### config.mk
export PLATFORM = sky130hd
export DESIGN_NAME = spi_txq_top
export DESIGN_NICKNAME = d
export VERILOG_FILES = /design/src/rtl/spi_txq_pkg.sv /design/src/rtl/spi_txq_store.sv /design/src/rtl/spi_txq_shifter.sv /design/src/rtl/spi_txq_refill.sv /design/src/rtl/spi_txq_top.sv
export SDC_FILE = /design/constraint.sdc
export NUM_CORES = 1
export LEC_CHECK = 0
export ABC_AREA = 1
export ABC_CLOCK_PERIOD_IN_PS = 4100
export CAP_MARGIN = 5
export CORE_MARGIN = 1
export CORE_UTILIZATION = 45
export CTS_CLUSTER_SIZE = 14
export DETAILED_ROUTE_END_ITERATION = 7
export PLACE_DENSITY = 0.7
export RECOVER_POWER = 50
export SETUP_SLACK_MARGIN = 0.2
export SLEW_MARGIN = 10
export SYNTH_ARGS = -nofsm -noshare
export SYNTH_HDL_FRONTEND = slang
export SYNTH_SLANG_ARGS = --single-unit
### constraint.sdc
create_clock -name clk -period 4.1 [get_ports clk]
set_clock_uncertainty 0.1 [all_clocks]
set_input_delay 0.41 -clock clk [delete_from_list [all_inputs] [get_ports clk]]
set_output_delay 0.41 -clock clk [all_outputs]
set_load 0.1 [all_outputs]
### src/rtl/spi_txq_pkg.sv
package spi_txq_pkg;

    typedef enum logic [1:0] {
        LD_NONE  = 2'd0,
        LD_QUEUE = 2'd1,
        LD_HOST  = 2'd2
    } ld_src_e;

    function automatic int unsigned ptr_step(input int unsigned ptr, input int unsigned depth);
        return (ptr == depth - 1) ? 0 : ptr + 1;
    endfunction

endpackage

### src/rtl/spi_txq_store.sv
module spi_txq_store #(
    parameter int unsigned DATA_W = 16,
    parameter int unsigned DEPTH  = 16,
    parameter int unsigned CNT_W  = $clog2(DEPTH + 1)
) (
    input  logic              clk,
    input  logic              rst,
    input  logic              push,
    input  logic [DATA_W-1:0] push_data,
    input  logic              pop,
    output logic [DATA_W-1:0] head,
    output logic [CNT_W-1:0]  count,
    output logic              full,
    output logic              empty
);
    import spi_txq_pkg::*;

    localparam int unsigned PTR_W = (DEPTH > 1) ? $clog2(DEPTH) : 1;

    logic [DATA_W-1:0] mem [DEPTH];
    logic [PTR_W-1:0]  rd_ptr, wr_ptr;
    logic              past_ok;

    assign full  = (count == CNT_W'(DEPTH));
    assign empty = (count == '0);
    assign head  = mem[rd_ptr];

    always_ff @(posedge clk) begin
        if (push) mem[wr_ptr] <= push_data;
    end

    always_ff @(posedge clk) begin
        if (rst) begin
            rd_ptr  <= '0;
            wr_ptr  <= '0;
            count   <= '0;
            past_ok <= 1'b0;
        end else begin
            past_ok <= 1'b1;
            if (push) wr_ptr <= PTR_W'(ptr_step(int'(wr_ptr), DEPTH));
            if (pop)  rd_ptr <= PTR_W'(ptr_step(int'(rd_ptr), DEPTH));
            case ({push, pop})
                2'b10:   count <= count + 1'b1;
                2'b01:   count <= count - 1'b1;
                default: count <= count;
            endcase
        end
    end

    p_count_bound_r1: assert property (@(posedge clk) disable iff (rst)
        count <= CNT_W'(DEPTH));

    p_count_step_r3: assert property (@(posedge clk) disable iff (rst)
        past_ok |-> (count == $past(count)) || (count == $past(count) + 1'b1)
                    || (count + 1'b1 == $past(count)));

endmodule

### src/rtl/spi_txq_shifter.sv
module spi_txq_shifter #(
    parameter int unsigned DATA_W = 16,
    parameter int unsigned DIV    = 4
) (
    input  logic              clk,
    input  logic              rst,
    input  logic              load,
    input  logic [DATA_W-1:0] load_data,
    output logic              busy,
    output logic              sclk,
    output logic              mosi
);
    localparam int unsigned DIV_W = $clog2(DIV);
    localparam int unsigned BIT_W = $clog2(DATA_W);
    localparam logic [DIV_W-1:0] HALF     = DIV_W'(DIV / 2);
    localparam logic [DIV_W-1:0] LAST_DIV = DIV_W'(DIV - 1);
    localparam logic [BIT_W-1:0] LAST_BIT = BIT_W'(DATA_W - 1);

    logic [DATA_W-1:0] shreg;
    logic [DIV_W-1:0]  phase;
    logic [BIT_W-1:0]  bit_idx;

    assign sclk = busy && (phase >= HALF);
    assign mosi = busy && shreg[DATA_W-1];

    always_ff @(posedge clk) begin
        if (rst) begin
            busy    <= 1'b0;
            shreg   <= '0;
            phase   <= '0;
            bit_idx <= '0;
        end else if (busy) begin
            if (phase == LAST_DIV) begin
                phase <= '0;
                shreg <= {shreg[DATA_W-2:0], 1'b0};
                if (bit_idx == LAST_BIT) begin
                    busy    <= 1'b0;
                    bit_idx <= '0;
                end else begin
                    bit_idx <= bit_idx + 1'b1;
                end
            end else begin
                phase <= phase + 1'b1;
            end
        end else if (load) begin
            busy    <= 1'b1;
            shreg   <= load_data;
            phase   <= '0;
            bit_idx <= '0;
        end
    end

    p_start_low_r5: assert property (@(posedge clk) disable iff (rst)
        $rose(busy) |-> !sclk);

endmodule

### src/rtl/spi_txq_refill.sv
module spi_txq_refill #(
    parameter int unsigned CNT_W = 5
) (
    input  logic             clk,
    input  logic             rst,
    input  logic [CNT_W-1:0] count,
    input  logic [CNT_W-1:0] level,
    input  logic             enable,
    input  logic             flag_clr,
    output logic             flag,
    output logic             irq
);
    logic at_or_below;

    assign at_or_below = (count <= level);
    assign irq         = flag && enable;

    always_ff @(posedge clk) begin
        if (rst)           flag <= 1'b1;
        else if (flag_clr) flag <= 1'b0;
        else if (at_or_below) flag <= 1'b1;
    end

    p_flag_sets_r7: assert property (@(posedge clk) disable iff (rst)
        (!flag_clr && count <= level) |=> flag);

    p_clr_drops_r8: assert property (@(posedge clk) disable iff (rst)
        flag_clr |=> !flag);

endmodule

### src/rtl/spi_txq_top.sv
module spi_txq_top #(
    parameter int unsigned DATA_W = 16,
    parameter int unsigned DEPTH  = 16,
    parameter int unsigned DIV    = 4,
    parameter int unsigned CNT_W  = $clog2(DEPTH + 1)
) (
    input  logic              clk,
    input  logic              rst,
    input  logic              wr_en,
    input  logic [DATA_W-1:0] wr_data,
    input  logic [CNT_W-1:0]  irq_level,
    input  logic              irq_enable,
    input  logic              flag_clr,
    input  logic              ovf_clr,
    output logic [CNT_W-1:0]  fill_count,
    output logic              overflow,
    output logic              irq_flag,
    output logic              irq,
    output logic              sclk,
    output logic              mosi,
    output logic              busy
);
    import spi_txq_pkg::*;

    ld_src_e           src;
    logic              push, pop, load, full, empty;
    logic [DATA_W-1:0] head, load_data;

    always_comb begin
        src = LD_NONE;
        if (!busy) begin
            if (!empty)     src = LD_QUEUE;
            else if (wr_en) src = LD_HOST;
        end
    end

    assign pop       = (src == LD_QUEUE);
    assign load      = (src != LD_NONE);
    assign load_data = (src == LD_QUEUE) ? head : wr_data;
    assign push      = wr_en && !full && (src != LD_HOST);

    always_ff @(posedge clk) begin
        if (rst)                overflow <= 1'b0;
        else if (wr_en && full) overflow <= 1'b1;
        else if (ovf_clr)       overflow <= 1'b0;
    end

    spi_txq_store #(.DATA_W(DATA_W), .DEPTH(DEPTH), .CNT_W(CNT_W)) u_store (
        .clk(clk), .rst(rst), .push(push), .push_data(wr_data), .pop(pop),
        .head(head), .count(fill_count), .full(full), .empty(empty)
    );

    spi_txq_shifter #(.DATA_W(DATA_W), .DIV(DIV)) u_shift (
        .clk(clk), .rst(rst), .load(load), .load_data(load_data),
        .busy(busy), .sclk(sclk), .mosi(mosi)
    );

    spi_txq_refill #(.CNT_W(CNT_W)) u_refill (
        .clk(clk), .rst(rst), .count(fill_count), .level(irq_level),
        .enable(irq_enable), .flag_clr(flag_clr), .flag(irq_flag), .irq(irq)
    );

    p_direct_r2: assert property (@(posedge clk) disable iff (rst)
        (!busy && fill_count == '0 && wr_en) |=> (busy && fill_count == '0));

    p_full_drop_r4: assert property (@(posedge clk) disable iff (rst)
        (wr_en && fill_count == CNT_W'(DEPTH)) |=> overflow);

endmodule

==> results.sh, run 1 <==
export IMPL_outcome="complete, no violations"
export IMPL_synth_seq_area_share_pct=65.3
export IMPL_met1_usage_pct=29.9
export IMPL_powerDensity_mw_per_mm2=600
export IMPL_gr_max_usage_layer="met2"
export IMPL_postSynthCellCount=1327
export IMPL_antenna_cells=0
export IMPL_p_clk_share_pct=30.6
export IMPL_power_frac_seq_pct=41.0
export IMPL_min_period_ns=3.23
export IMPL_drive_gt1_share_pct=5.90
export IMPL_criticalPathCategory="reg -> reg"
export IMPL_crit_required_ns=4.44
export IMPL_dieArea_mm2=0.0297
export IMPL_placed_area_mm2=0.0138
export IMPL_max_stage_delay_ns=0.88
export IMPL_fp_row_count=62
export IMPL_wl_um=32100
export IMPL_grt_pass1_wl_um=49000
export IMPL_crit_fanout=18
export IMPL_die_y_um=172
export IMPL_hold_path_class="reg -> reg"
export IMPL_slew_violations=0
export IMPL_switching_share_pct=34.5
export IMPL_end_kind="register"
export IMPL_cts_htree_levels=1
export IMPL_p_comb_share_pct=28.4
export IMPL_final_cell_area_mm2=0.0147
export IMPL_p_sw_uw=3040
export IMPL_finalSetupViolCount=0
export IMPL_ys_ff_latch=298
export IMPL_min_period_over_period_pct=78.8
export IMPL_grtUsageMet3_pct=2.75
export IMPL_wl_per_cell_um=18.3
export IMPL_r2r_cells=7
export IMPL_irDropWorstVdd_mv=0.393
export IMPL_grt_max_degree=67
export IMPL_dpl_hpwl_um=19400
export IMPL_finalHoldViolations=0
export IMPL_cp_cell_sequence="inv_1 -> nand4_1 -> nor2_1 -> nor2_1 -> inv_1 -> a21oi_1 -> a21oi_1"
export IMPL_utilization_pct=51.4
export IMPL_hold_slack_ns=0.365
export IMPL_coreArea_mm2=0.0286
export IMPL_drt_iter0_markers=1043
export IMPL_drt_vias_per_instance=5.20
export IMPL_cts_resized=0
export IMPL_yosys_warnings=0
export IMPL_cts_setup_buffers=0
export IMPL_antenna_left=0
export IMPL_cp_start_kind="register"
export IMPL_cts_tree="yes"
export IMPL_fillCellCount=2498
export IMPL_grt_util_met2_pct=37.3
export IMPL_holdPathStages=2
export IMPL_worstPathArrival_ns=3.57
export IMPL_p_int_uw=5780
export IMPL_pin_count=38
export IMPL_timing_fmax_mhz=310
export IMPL_relSlewSlack_pct=19.1
export IMPL_dr_pass1_iters=5
export IMPL_cts_made_buffers=30
export IMPL_cts_buffer_depth=3
export IMPL_holdBufCountCts=0
export IMPL_power_uw=8820
export IMPL_synth_ff_type="edfxtp_1"
export IMPL_routed_via_count=9131
export IMPL_die_x_um=172
export IMPL_max_cap_violations=0
export IMPL_power_leakage_uw=0.00599
export IMPL_grt_pass1_vias=8603
export IMPL_synthDistinctLibCells=32
export IMPL_clk_pin_slew_ns=0.06
export IMPL_worst_skew_pair_late_latency_ns=0.56
export IMPL_io_buffers=37
export IMPL_rsz0062_at_grt="false"
export IMPL_critPathSlowestCell="nor2_1"
export IMPL_clockRootBuffer="clkbuf_16"
export IMPL_synth_edf_count=256
export IMPL_seq_area_mm2=0.00853
export IMPL_ys_async_sr_fraction_pct=0
export IMPL_syn_nets=1371
export IMPL_syn_area_mm2=0.0131
export IMPL_antenna_found_initial=0
export IMPL_tightest_slew_ns=1.21
export IMPL_multi_input_area_mm2=0.00364
export IMPL_gr_usage_all_layers_pct=22.2
export IMPL_start_util_pct=45.7
export IMPL_drc=0
export IMPL_postSynthAreaPerCell_um2=9.85
export IMPL_gp_congestion=0.861
export IMPL_fin_setup_tns_ns=0
export IMPL_numClockSinks=298
export IMPL_nets=1396
export IMPL_gr_total_overflow=0
export IMPL_areaGrowthSynthToFinish_pct=12.5
-- synth_stat cells (all sizes together), types with 3 or more instances --
library cell | instances | area, µm²
nor3 | 5 | 25.0
nand2 | 440 | 1670
nor2 | 70 | 300
edfxtp | 256 | 7690
clkbuf | 17 | 65.1
buf | 43 | 224
o21ai | 30 | 150
inv | 163 | 612
xor2 | 6 | 52.6
nand4 | 3 | 33.8
nand3 | 189 | 946
dfxtp | 42 | 841
a21oi | 37 | 185
ha | 17 | 213
or2 | 3 | 18.8
-- through the flow --
step	setup slack [ns]	cells
global route	0.516	1757
floorplan	0.634	1327
detailed placement	1.26	1704
global placement	1.26	1704
CTS	1.05	1757
finish	0.871	1757
-- worst max-delay path, delay by kind of cell, from the launching register on --
| kind | cells | cell delay [ns] |
|---|---|---|
| flip-flops | 1 | 0.38 |
| buffers and inverters | 2 | 0.63 |
| AND/OR/NAND/NOR | 3 | 1.64 |
| AO/OA/AOI/OAI | 2 | 0.36 |
-- registers in the layout, indices dropped and copies added, names as in the netlist, 2 cells and up, named ones only --
signal,cells
u_shift.shreg,16
u_store.wr_ptr,4
u_shift.bit_idx,4
u_store.rd_ptr,4
u_store.mem,256
u_store.count,5
u_shift.phase,2
-- kinds of logic (layout without fill, tap and decap cells) --
group / Yosys count / after routing / share of synthesized area (%)
AND/OR/NAND/NOR: 711 / 711 / 23.0
XOR/XNOR: 6 / 6 / 0.402
buffers and inverters: 223 / 269 / 6.89
flip-flops: 298 / 298 / 65.3
AO/OA/AOI/OAI: 72 / 72 / 2.85
adder cells (fa/ha/maj): 17 / 17 / 1.63
-- final cells by class --
class                           count  share of cell area [%]
Sequential cell                   298                    58.0
Multi-Input combinational cell    806                    24.8
Clock buffer                       35                    5.23
Inverter                          163                    4.18
Tap cell                          384                    3.27
Timing Repair Buffer               53                    3.21
Clock inverter                     18                    1.31
-- cell usage in the layout (no fill, tap or decap), drive strengths merged, types with 20 or more instances in the layout --
cell type,netlist,layout
nand2,440,440
edfxtp,256,256
nand3,189,189
inv,163,162
nor2,70,70
dfxtp,42,42
clkbuf,17,40
a21oi,37,37
o21ai,30,30
clkdlybuf4s50,0,20
-- layer usage --
metal / share of wire [%] / wire length (µm) / vias up
met5: 0 / 0 / -
met4: 2.8 / 906 / 0
met3: 7.8 / 2510 / 60
met2: 48 / 15500 / 349
met1: 41 / 13200 / 4332
li1: - / - / 4390
-- power groups by stage --
stage	Combinational [µW]	Clock, µW	Sequential, µW
4_1_cts	2540	2730	3620
2_1_floorplan	1720	0	3770
5_1_grt	2790	2830	3640
3_3_place_gp	2490	0	3670
6_report	2510	2700	3620
3_5_place_dp	2520	0	3680
-- worst paths after layout --
check | start | to | slack (ns)
worst max register to register | u_store.count[0]$_SDFFE_PP0P_ | u_shift.shreg[6]$_SDFFE_PP0P_ | 0.87
worst min register to register | u_shift.shreg[13]$_SDFFE_PP0P_ | u_shift.shreg[13]$_SDFFE_PP0P_ | 0.37
worst max-delay path | u_store.count[0]$_SDFFE_PP0P_ | u_shift.shreg[6]$_SDFFE_PP0P_ | 0.87
worst min-delay path | u_shift.shreg[13]$_SDFFE_PP0P_ | u_shift.shreg[13]$_SDFFE_PP0P_ | 0.37
Power figures use the tool's default switching activity.
==> run 2, diff against run 1 <==
Settings changed: ABC_CLOCK_PERIOD_IN_PS 4100 to 2650, PLACE_DENSITY 0.7 to 0.73.
Clock period 4.1 ns to 2.65 ns, I/O delays scaled along.
==> results.sh, run 2 (synthesized netlist as in run 1, its figures left out) <==
export IMPL_outcome="complete, no violations"
export IMPL_drt_vias_per_instance=5.16
export IMPL_crit_required_ns=2.79
export IMPL_die_y_um=172
export IMPL_gr_total_overflow=0
export IMPL_grt_max_degree=129
export IMPL_min_period_over_period_pct=90.0
export IMPL_relSlewSlack_pct=19.7
export IMPL_grt_pass1_wl_um=48500
export IMPL_hold_path_class="in -> reg"
export IMPL_routed_via_count=9313
export IMPL_clockRootBuffer="clkbuf_16"
export IMPL_timing_fmax_mhz=419
export IMPL_crit_fanout=16
export IMPL_drive_gt1_share_pct=9.23
export IMPL_slew_violations=0
export IMPL_dr_pass1_iters=5
export IMPL_cts_buffer_depth=3
export IMPL_dieArea_mm2=0.0297
export IMPL_start_util_pct=45.7
export IMPL_antenna_found_initial=0
export IMPL_worstPathArrival_ns=2.53
export IMPL_nets=1439
export IMPL_cts_htree_levels=1
export IMPL_met1_usage_pct=29.0
export IMPL_final_common_cell="nand2_1"
export IMPL_cts_made_buffers=31
export IMPL_fp_row_count=62
export IMPL_gp_congestion=0.833
export IMPL_power_leakage_uw=0.00622
export IMPL_areaGrowthSynthToFinish_pct=15.9
export IMPL_irDropWorstVdd_mv=0.578
export IMPL_holdBufCountCts=0
export IMPL_gr_max_usage_layer="met2"
export IMPL_hold_slack_ns=0.226
export IMPL_antenna_left=0
export IMPL_largest_register="u_store.mem"
export IMPL_tightest_slew_ns=1.21
export IMPL_max_cap_violations=0
export IMPL_drc=0
export IMPL_wl_um=31200
export IMPL_finalSetupViolCount=0
export IMPL_gr_usage_all_layers_pct=21.7
export IMPL_numClockSinks=298
export IMPL_finalHoldViolations=0
export IMPL_powerDensity_mw_per_mm2=930
export IMPL_grtUsageMet3_pct=3.62
export IMPL_fin_setup_tns_ns=0
export IMPL_drt_iter0_markers=1100
export IMPL_criticalPathCategory="reg -> reg"
export IMPL_reg_largest_list="u_store.mem: 256 flops, u_shift.shreg: 16 flops, u_store.count: 5 flops"
export IMPL_wl_per_cell_um=17.3
export IMPL_end_kind="register"
export IMPL_antenna_cells=0
export IMPL_rsz0062_at_grt="false"
export IMPL_dpl_hpwl_um=19000
export IMPL_cts_tree="yes"
export IMPL_io_buffers=37
export IMPL_final_cell_mix="nand2_1, edfxtp_1, nand3_1"
export IMPL_largest_reg_flops=256
export IMPL_coreArea_mm2=0.0286
export IMPL_clk_pin_slew_ns=0.06
export IMPL_die_x_um=172
export IMPL_worst_skew_pair_late_latency_ns=0.57
export IMPL_cp_start_kind="register"
export IMPL_grt_util_met2_pct=35.8
export IMPL_grt_pass1_vias=8923
export IMPL_min_period_ns=2.39
export IMPL_pin_count=38
[run 2: cell count changes in the layout (fill, tap and decap cells not counted), sizes merged]
cell	previous run	this run
buf	11	42
clkbuf	40	66
clkdlybuf4s50	20	10
bufinv	4	5
clkinv	14	13
dlygate4sd3	17	16
inv	162	163
[run 2: layer usage]
layer	share of wire (%)	routed length, µm
met1	42	13000
met2	47	14800
met3	8.3	2580
met4	2.8	862
met5	0	0
[run 2: area by class of cell]
type / count / area, µm²
clock inverter: 19 / 234
timing repair buffer: 95 / 744
inverter: 163 / 618
fill: 2475 / 13500
tap: 384 / 480
multi-input combinational: 806 / 3700
sequential: 298 / 8550
clock buffer: 39 / 816
[run 2: metrics by stage]
step | instance area [µm²] | total power, µW | std cells | setup WS (ns) | utilization (%)
CTS | 15200 | 14200 | 1802 | 0.241 | 53.2
finish | 15100 | 14100 | 1804 | 0.265 | 52.9
global route | 15100 | 14800 | 1804 | 0.104 | 52.9
detailed placement | 14200 | 9710 | 1744 | 0.183 | 49.5
floorplan | 13100 | 8520 | 1327 | 0.205 | -
global placement | 14200 | 9650 | 1744 | 0.193 | 49.5
[run 2: critical path, stage by stage, from the launching register on]
cell      delay [ns]
dfxtp_1         0.48
nor2_4          0.09
nand4_1         0.11
nand2_1         0.11
nor2_4          0.15
clkbuf_1        0.25
nand2_1         0.27
nor3_4          0.18
buf_4           0.30
[run 2: timing repair]
action | in CTS | in global routing
endpoints found under the setup margin | 0 | 2
setup buffers | 0 | 2
resized for setup | 0 | 3
[run 2: report_power, final]
part           switching (µW)  internal [µW]
clock                    1790           2670
sequential                179           5430
combinational            2830           1200
[run 2: final timing paths]
check                                start                       endpoint  slack (ns)  depth (start not counted)
max          u_store.count[2]$_SDFFE_PP0P_   u_store.mem[7][13]$_DFFE_PP_        0.26                          8
min reg2reg  u_shift.shreg[1]$_SDFFE_PP0P_  u_shift.shreg[1]$_SDFFE_PP0P_        0.36                          2
min                               flag_clr     u_refill.flag$_SDFFE_PP1P_        0.23                          3
max reg2reg  u_store.count[2]$_SDFFE_PP0P_   u_store.mem[7][13]$_DFFE_PP_        0.26                          8
